==> src/rtl/hpm_iter_pkg.sv <==
package hpm_iter_pkg;

    typedef enum logic [1:0] {
        ST_IDLE = 2'd0,
        ST_HIT  = 2'd1,
        ST_OUT  = 2'd2
    } iter_state_e;

endpackage

==> src/rtl/mi_prio_enc.sv <==
module mi_prio_enc #(
    parameter int N  = 16,
    parameter int AW = $clog2(N)
) (
    input  logic [N-1:0]  req,
    output logic          found,
    output logic [AW-1:0] idx
);

    // Scan from the top down, so the last hit seen is the lowest index.
    always_comb begin
        idx = '0;
        for (int i = N - 1; i >= 0; i--) begin
            if (req[i]) idx = AW'(i);
        end
        found = |req;
    end

    // the chosen index must point at a set request bit.
    always_comb begin
        if (found === 1'b1) begin
            a_r3_idx_hits: assert (req[idx]);
        end
    end

endmodule

==> src/rtl/mi_match_vec.sv <==
module mi_match_vec #(
    parameter int N  = 16,
    parameter int AW = $clog2(N)
) (
    input  logic          clk,
    input  logic          rst_n,
    input  logic          load,
    input  logic [N-1:0]  load_hits,
    input  logic [N-1:0]  load_valid,
    input  logic          clr,
    input  logic [AW-1:0] clr_idx,
    output logic [N-1:0]  work
);

    genvar g;
    generate
        for (g = 0; g < N; g++) begin : g_slot
            always_ff @(posedge clk or negedge rst_n) begin
                if (!rst_n) begin
                    work[g] <= 1'b0;
                end else if (load) begin
                    work[g] <= load_hits[g] & load_valid[g];
                end else if (clr && (clr_idx == AW'(g))) begin
                    work[g] <= 1'b0;
                end
            end
        end
    endgenerate

    // a cleared slot is empty in the next cycle.
    a_r5_slot_cleared: assert property (@(posedge clk) disable iff (!rst_n)
        (clr && !load) |=> !work[$past(clr_idx)]);

endmodule

==> src/rtl/mi_half_mux.sv <==
module mi_half_mux #(
    parameter int WORD_W = 64,
    parameter int HALF_W = WORD_W / 2
) (
    input  logic [WORD_W-1:0] word,
    input  logic              hi,
    output logic [HALF_W-1:0] half
);

    always_comb begin
        half = hi ? word[WORD_W-1:HALF_W] : word[HALF_W-1:0];
    end

endmodule

==> src/rtl/hpm_iterator.sv <==
module hpm_iterator
    import hpm_iter_pkg::*;
#(
    parameter int             ENTRIES   = 16,
    parameter int             ENTRY_W   = 64,
    parameter int             OP_W      = 6,
    parameter logic [OP_W-1:0] READ_CODE = OP_W'(1),
    localparam int            AW        = $clog2(ENTRIES),
    localparam int            HALF_W    = ENTRY_W / 2
) (
    input  logic               clk,
    input  logic               rst_n,
    input  logic               cmp_load,
    input  logic [ENTRIES-1:0] cmp_hits,
    input  logic [ENTRIES-1:0] ent_valid,
    input  logic               cmd_valid,
    input  logic               cmd_we,
    input  logic [OP_W-1:0]    cmd_op,
    input  logic               half_sel,
    output logic [AW-1:0]      mem_addr,
    input  logic [ENTRY_W-1:0] mem_rdata,
    output logic [AW-1:0]      cur_addr,
    output logic               match_found,
    output logic [HALF_W-1:0]  dq_out,
    output logic               dq_oe
);

    iter_state_e        state, state_nx;
    logic [ENTRIES-1:0] work;
    logic               any_hit;
    logic [AW-1:0]      top_idx;
    logic [HALF_W-1:0]  half_data;
    logic [HALF_W-1:0]  dq_q;
    logic               rd_cmd;
    logic               rd_fire;
    logic               load_any;

    assign rd_cmd   = cmd_valid & cmd_we & (cmd_op == READ_CODE);
    assign rd_fire  = rd_cmd & ~cmp_load & any_hit;
    assign load_any = |(cmp_hits & ent_valid);

    mi_match_vec #(.N(ENTRIES), .AW(AW)) u_vec (
        .clk        (clk),
        .rst_n      (rst_n),
        .load       (cmp_load),
        .load_hits  (cmp_hits),
        .load_valid (ent_valid),
        .clr        (rd_fire),
        .clr_idx    (top_idx),
        .work       (work)
    );

    mi_prio_enc #(.N(ENTRIES), .AW(AW)) u_enc (
        .req   (work),
        .found (any_hit),
        .idx   (top_idx)
    );

    mi_half_mux #(.WORD_W(ENTRY_W), .HALF_W(HALF_W)) u_mux (
        .word (mem_rdata),
        .hi   (half_sel),
        .half (half_data)
    );

    // Next-state logic.
    always_comb begin
        state_nx = state;
        unique case (state)
            ST_IDLE: begin
                if (cmp_load) state_nx = load_any ? ST_HIT : ST_IDLE;
            end
            ST_HIT, ST_OUT: begin
                if (cmp_load)     state_nx = load_any ? ST_HIT : ST_IDLE;
                else if (rd_fire) state_nx = ST_OUT;
                else              state_nx = any_hit ? ST_HIT : ST_IDLE;
            end
            default: state_nx = ST_IDLE;
        endcase
    end

    // State register.
    always_ff @(posedge clk or negedge rst_n) begin
        if (!rst_n) state <= ST_IDLE;
        else        state <= state_nx;
    end

    // Data capture on a fired read.
    always_ff @(posedge clk or negedge rst_n) begin
        if (!rst_n)       dq_q <= '0;
        else if (rd_fire) dq_q <= half_data;
    end

    // Outputs.
    always_comb begin
        dq_oe       = (state == ST_OUT);
        dq_out      = dq_oe ? dq_q : '0;
        match_found = any_hit;
        cur_addr    = top_idx;
        mem_addr    = top_idx;
    end

    a_r2_load_found: assert property (@(posedge clk) disable iff (!rst_n)
        cmp_load |=> (match_found == $past(load_any)));

    a_r4_read_drives: assert property (@(posedge clk) disable iff (!rst_n)
        rd_fire |=> dq_oe);

    a_r4_drive_from_read: assert property (@(posedge clk) disable iff (!rst_n)
        dq_oe |-> $past(rd_fire));

    a_r5_advance: assert property (@(posedge clk) disable iff (!rst_n)
        rd_fire |=> (!match_found || (cur_addr != $past(cur_addr))));

    a_r6_no_match_quiet: assert property (@(posedge clk) disable iff (!rst_n)
        (cmd_valid && !match_found) |=> !dq_oe);

    a_r8_compare_wins: assert property (@(posedge clk) disable iff (!rst_n)
        cmp_load |=> !dq_oe);

    a_r3_hit_state_has_match: assert property (@(posedge clk) disable iff (!rst_n)
        (state == ST_HIT) |-> match_found);

endmodule

==> config.mk <==
export PLATFORM = sky130hd
export DESIGN_NAME = hpm_iterator
export DESIGN_NICKNAME = d
export VERILOG_FILES = /design/src/rtl/hpm_iter_pkg.sv /design/src/rtl/mi_prio_enc.sv /design/src/rtl/mi_match_vec.sv /design/src/rtl/mi_half_mux.sv /design/src/rtl/hpm_iterator.sv
export SDC_FILE = /design/constraint.sdc
export NUM_CORES = 1
export LEC_CHECK = 0
export BUFFER_PORTS_ARGS = -buffer_cell sky130_fd_sc_hd__buf_2
export CAP_MARGIN = 20
export CORE_MARGIN = 2
export CORE_UTILIZATION = 30
export CTS_CLUSTER_DIAMETER = 40
export CTS_CLUSTER_SIZE = 24
export DETAILED_ROUTE_END_ITERATION = 10
export HOLD_SLACK_MARGIN = 0.03
export RECOVER_POWER = 50
export SETUP_SLACK_MARGIN = 0.5
export SYNTH_ARGS = -nofsm -noshare
export SYNTH_HDL_FRONTEND = slang
export SYNTH_SLANG_ARGS = --single-unit
==> constraint.sdc <==
create_clock -name clk -period 1.7 [get_ports clk]
set_clock_uncertainty 0.15 [all_clocks]
set_input_delay 0.17 -clock clk [delete_from_list [all_inputs] [get_ports clk]]
set_output_delay 0.17 -clock clk [all_outputs]
set_load 0.005 [all_outputs]
==> out/metrics.yaml <==
status:
  status: "finished, violations left"
  violations: "negative setup slack"
critical_path:
  crit_fanout: 5
  endpoint_kind: "output pin"
  worst_ep_arrival_time_ns: 1.79
  start_kind: "flop"
  worstSetupPathType: "reg -> out"
  worstPathRequired_ns: 1.38
timing:
  maxSlewViolCount: 0
  fmax_mhz: 474
  rsz0062_at_grt: "yes"
  max_slew_margin_pct: 54.4
  fin_crit_sh_pct: 124
  setup_violations: 62
  finalHoldViolCount: 0
  period_minus_slack_ns: 2.11
  worst_pin_slew_ns: 0.685
  final.setup.worst_slack_ns: -0.409
clocking:
  cts_root_buf: "clkbuf_8"
  ctsHtreeMaxLevel: 2
  tritoncts: "built"
  clock-sinks: 50
  clk_pin_slew_ns: 0.10
  clock_path_buffers: 2
  numCtsBuffers: 5
  insertion_delay_ns: 0.30
power:
  leakage_nw: 2.81
  clkPwrFrac_pct: 22.5
  p_switching_w: 0.00102
  p_int_w: 0.00220
  power.total_w: 0.00322
  powerDensity_nw_per_um2: 554
  power_frac_comb_pct: 35.3
  seqPwrFrac_pct: 42.2
  switching_share_pct: 31.6
  max-vdd-ir-drop_uv: 364
synth:
  synth_seq_cells: 50
  synthArstFlopShare_pct: 100
  synth-compound-area-share_pct: 17.5
  synth_seq_area_share_pct: 40.8
  synth_top_family_by_area: "simple AND/OR/NAND/NOR gates"
  synthAdderAreaFrac_pct: 1.22
  synth_edf_count: 0
  postSynthAreaPerCell_um2: 9.19
  ys.flop_type: "dfrtp_1"
  synth_most_common_cell: "nand2_1"
  synth.top_cell.area_share_pct: 40.8
  yosys-top-cells-area: "dfrtp_1 (41%), mux2i_1 (10%), nand2_1 (6.9%)"
  yosys.area_share.simple_pct: 24.3
  ys_warn_count: 0
  yosysUniqueCellTypes: 48
  syn_area_um2: 3070
  syn_inst: 334
  synth_commonest_cells: "nand2_1 (56), dfrtp_1 (50), and2_1 (32), mux2i_1 (32), o21ai_0 (24)"
  synth_top_area_cell: "dfrtp_1"
  synth_fp_nets: 445
  synthXorXnorAreaFrac_pct: 0
  synthMuxAreaShare_pct: 10.4
placement:
  port_buffers: 149
  gp_congestion: 0.879
  placed_area_um2: 4230
  post-place-cells: 632
  dp_hpwl_um: 6850
  pre_cts_slack_ns: -0.324
min_path:
  hp-class: "in -> reg"
finish:
  layout.nets: 708
  drive_gt1_share_pct: 53.8
  area_delta_synth_final_pct: 89.2
  antenna_cells: 0
  fin_area_um2: 5800
  instances_no_fill: 731
drt:
  routedWlPerCell_um: 15.6
  dr.first_iter.drc_count: 114
  num_vias: 3469
  drtPass1Iterations: 4
  antenna_left: 0
  routed_via_density: 4.75
  drt_wl_total_um: 11400
  route.detailed.drc: 0
floorplanning:
  start_util_pct: 31.1
  rows: 36
  dieArea_um2: 11100
  ios: 150
  die_x_um: 105
  core_um2: 9860
  dieHeight_um: 105
grt:
  track_usage_pct: 19.1
  grt_first_pass_wirelength_um: 16900
  grt_pass1_vias: 3471
  antenna_found_initial: 0
  overflow: 0
  grt_max_degree: 49
run:
  maxCapViolCount: 0
what timing repair did:
action                     CTS  global route
hold endpoints to repair    84             1
pin swaps                   16            16
setup endpoints to repair   92            92
buffers inserted            15             9
gates cloned                 2             0
gates resized for setup     92            48
hold buffers                64             1
worst max-delay path: stages, from the launching register on:
cell,delay [ns]
dfrtp_1,0.43
nor2_1,0.07
a221o_1,0.39
a311oi_4,0.41
buf_2,0.19
worst paths after layout:
path                                            start                          to  slack (ns)  cells after the start
setup / recovery           u_vec.work[13]$_DFFE_PN0P_                 cur_addr[0]       -0.41                      4
hold / removal                           mem_rdata[4]         dq_q[4]$_DFFE_PN0P_        0.03                      3
setup reg to reg            u_vec.work[5]$_DFFE_PN0P_  u_vec.work[13]$_DFFE_PN0P_       -0.37                      6
hold reg to reg                  dq_q[23]$_DFFE_PN0P_        dq_q[23]$_DFFE_PN0P_        0.34                      2
max in group asynchronous                       rst_n   u_vec.work[4]$_DFFE_PN0P_        0.36                      3
min in group asynchronous                       rst_n         dq_q[8]$_DFFE_PN0P_        0.05                      2
registers in the layout, summed over array words and instances, names as in the netlist:
signal and count:
dq_q 32, state 2, u_vec.work 16
cells in the final DEF (no fill, tap or decap), drive strengths merged, types with 3 or more instances in the layout:
| master | count |
|---|---|
| buf | 213 |
| dlygate4sd3 | 65 |
| nand2 | 56 |
| dfrtp | 50 |
| o21ai | 44 |
| and2 | 32 |
| mux2i | 32 |
| nor2 | 12 |
| a21oi | 11 |
| nor4 | 8 |
| inv | 7 |
| clkbuf | 7 |
| nand3 | 6 |
| a31oi | 5 |
| nand2b | 5 |
| nand4 | 4 |
| and3 | 3 |
| ha | 3 |
| nor3 | 3 |
power groups by stage:
| stage | combinational, W | clock (W) | sequential, W |
|---|---|---|---|
| 2_1_floorplan | 0.000408 | 0 | 0.00135 |
| 3_3_place_gp | 0.000741 | 0 | 0.00136 |
| 3_5_place_dp | 0.000758 | 0 | 0.00137 |
| 4_1_cts | 0.00104 | 0.000744 | 0.00135 |
| 5_1_grt | 0.00122 | 0.000805 | 0.00137 |
| 6_report | 0.00113 | 0.000725 | 0.00136 |
layer usage:
layer / GRT usage, % / wire length (um) / part of all wire [%] / vias to the layer above
met5: 0 / 0 / 0 / -
met4: 3.71 / 132 / 1.2 / 0
met3: 3.37 / 544 / 4.8 / 12
met2: 35.0 / 5930 / 52 / 121
met1: 23.3 / 4810 / 42 / 1643
li1: - / - / - / 1693
per-stage QoR:
| step | util [%] | hold slack [ns] | TNS (ns) |
|---|---|---|---|
| 3_5_place_dp | 42.9 | -0.167 | -13.81 |
| 5_1_grt | 58.8 | 0.0284 | -22.05 |
| 4_1_cts | 56.1 | 0.0302 | -12.77 |
| 3_3_place_gp | 42.9 | -0.170 | -12.88 |
| 2_1_floorplan | - | -0.276 | -2.83 |
| 6_report | 58.8 | 0.0303 | -14.67 |
cell type report:
| class | count | area, um^2 |
|---|---|---|
| fill | 825 | 4060 |
| timing repair buffer | 280 | 2280 |
| multi-input combinational | 253 | 1980 |
| sequential | 50 | 1260 |
| tap | 133 | 166 |
| clock buffer | 5 | 68.8 |
| inverter | 7 | 28.8 |
| clock inverter | 3 | 21.3 |
cells by family (layout without fill, tap and decap cells):
| kind of cell | after synthesis | after routing |
|---|---|---|
| fa+ha+maj | 3 | 3 |
| mux | 32 | 32 |
| buf+inv | 31 | 295 |
| compound gates | 79 | 79 |
| simple gates | 139 | 139 |
| flops | 50 | 50 |
(Power assumes the default switching activity.)
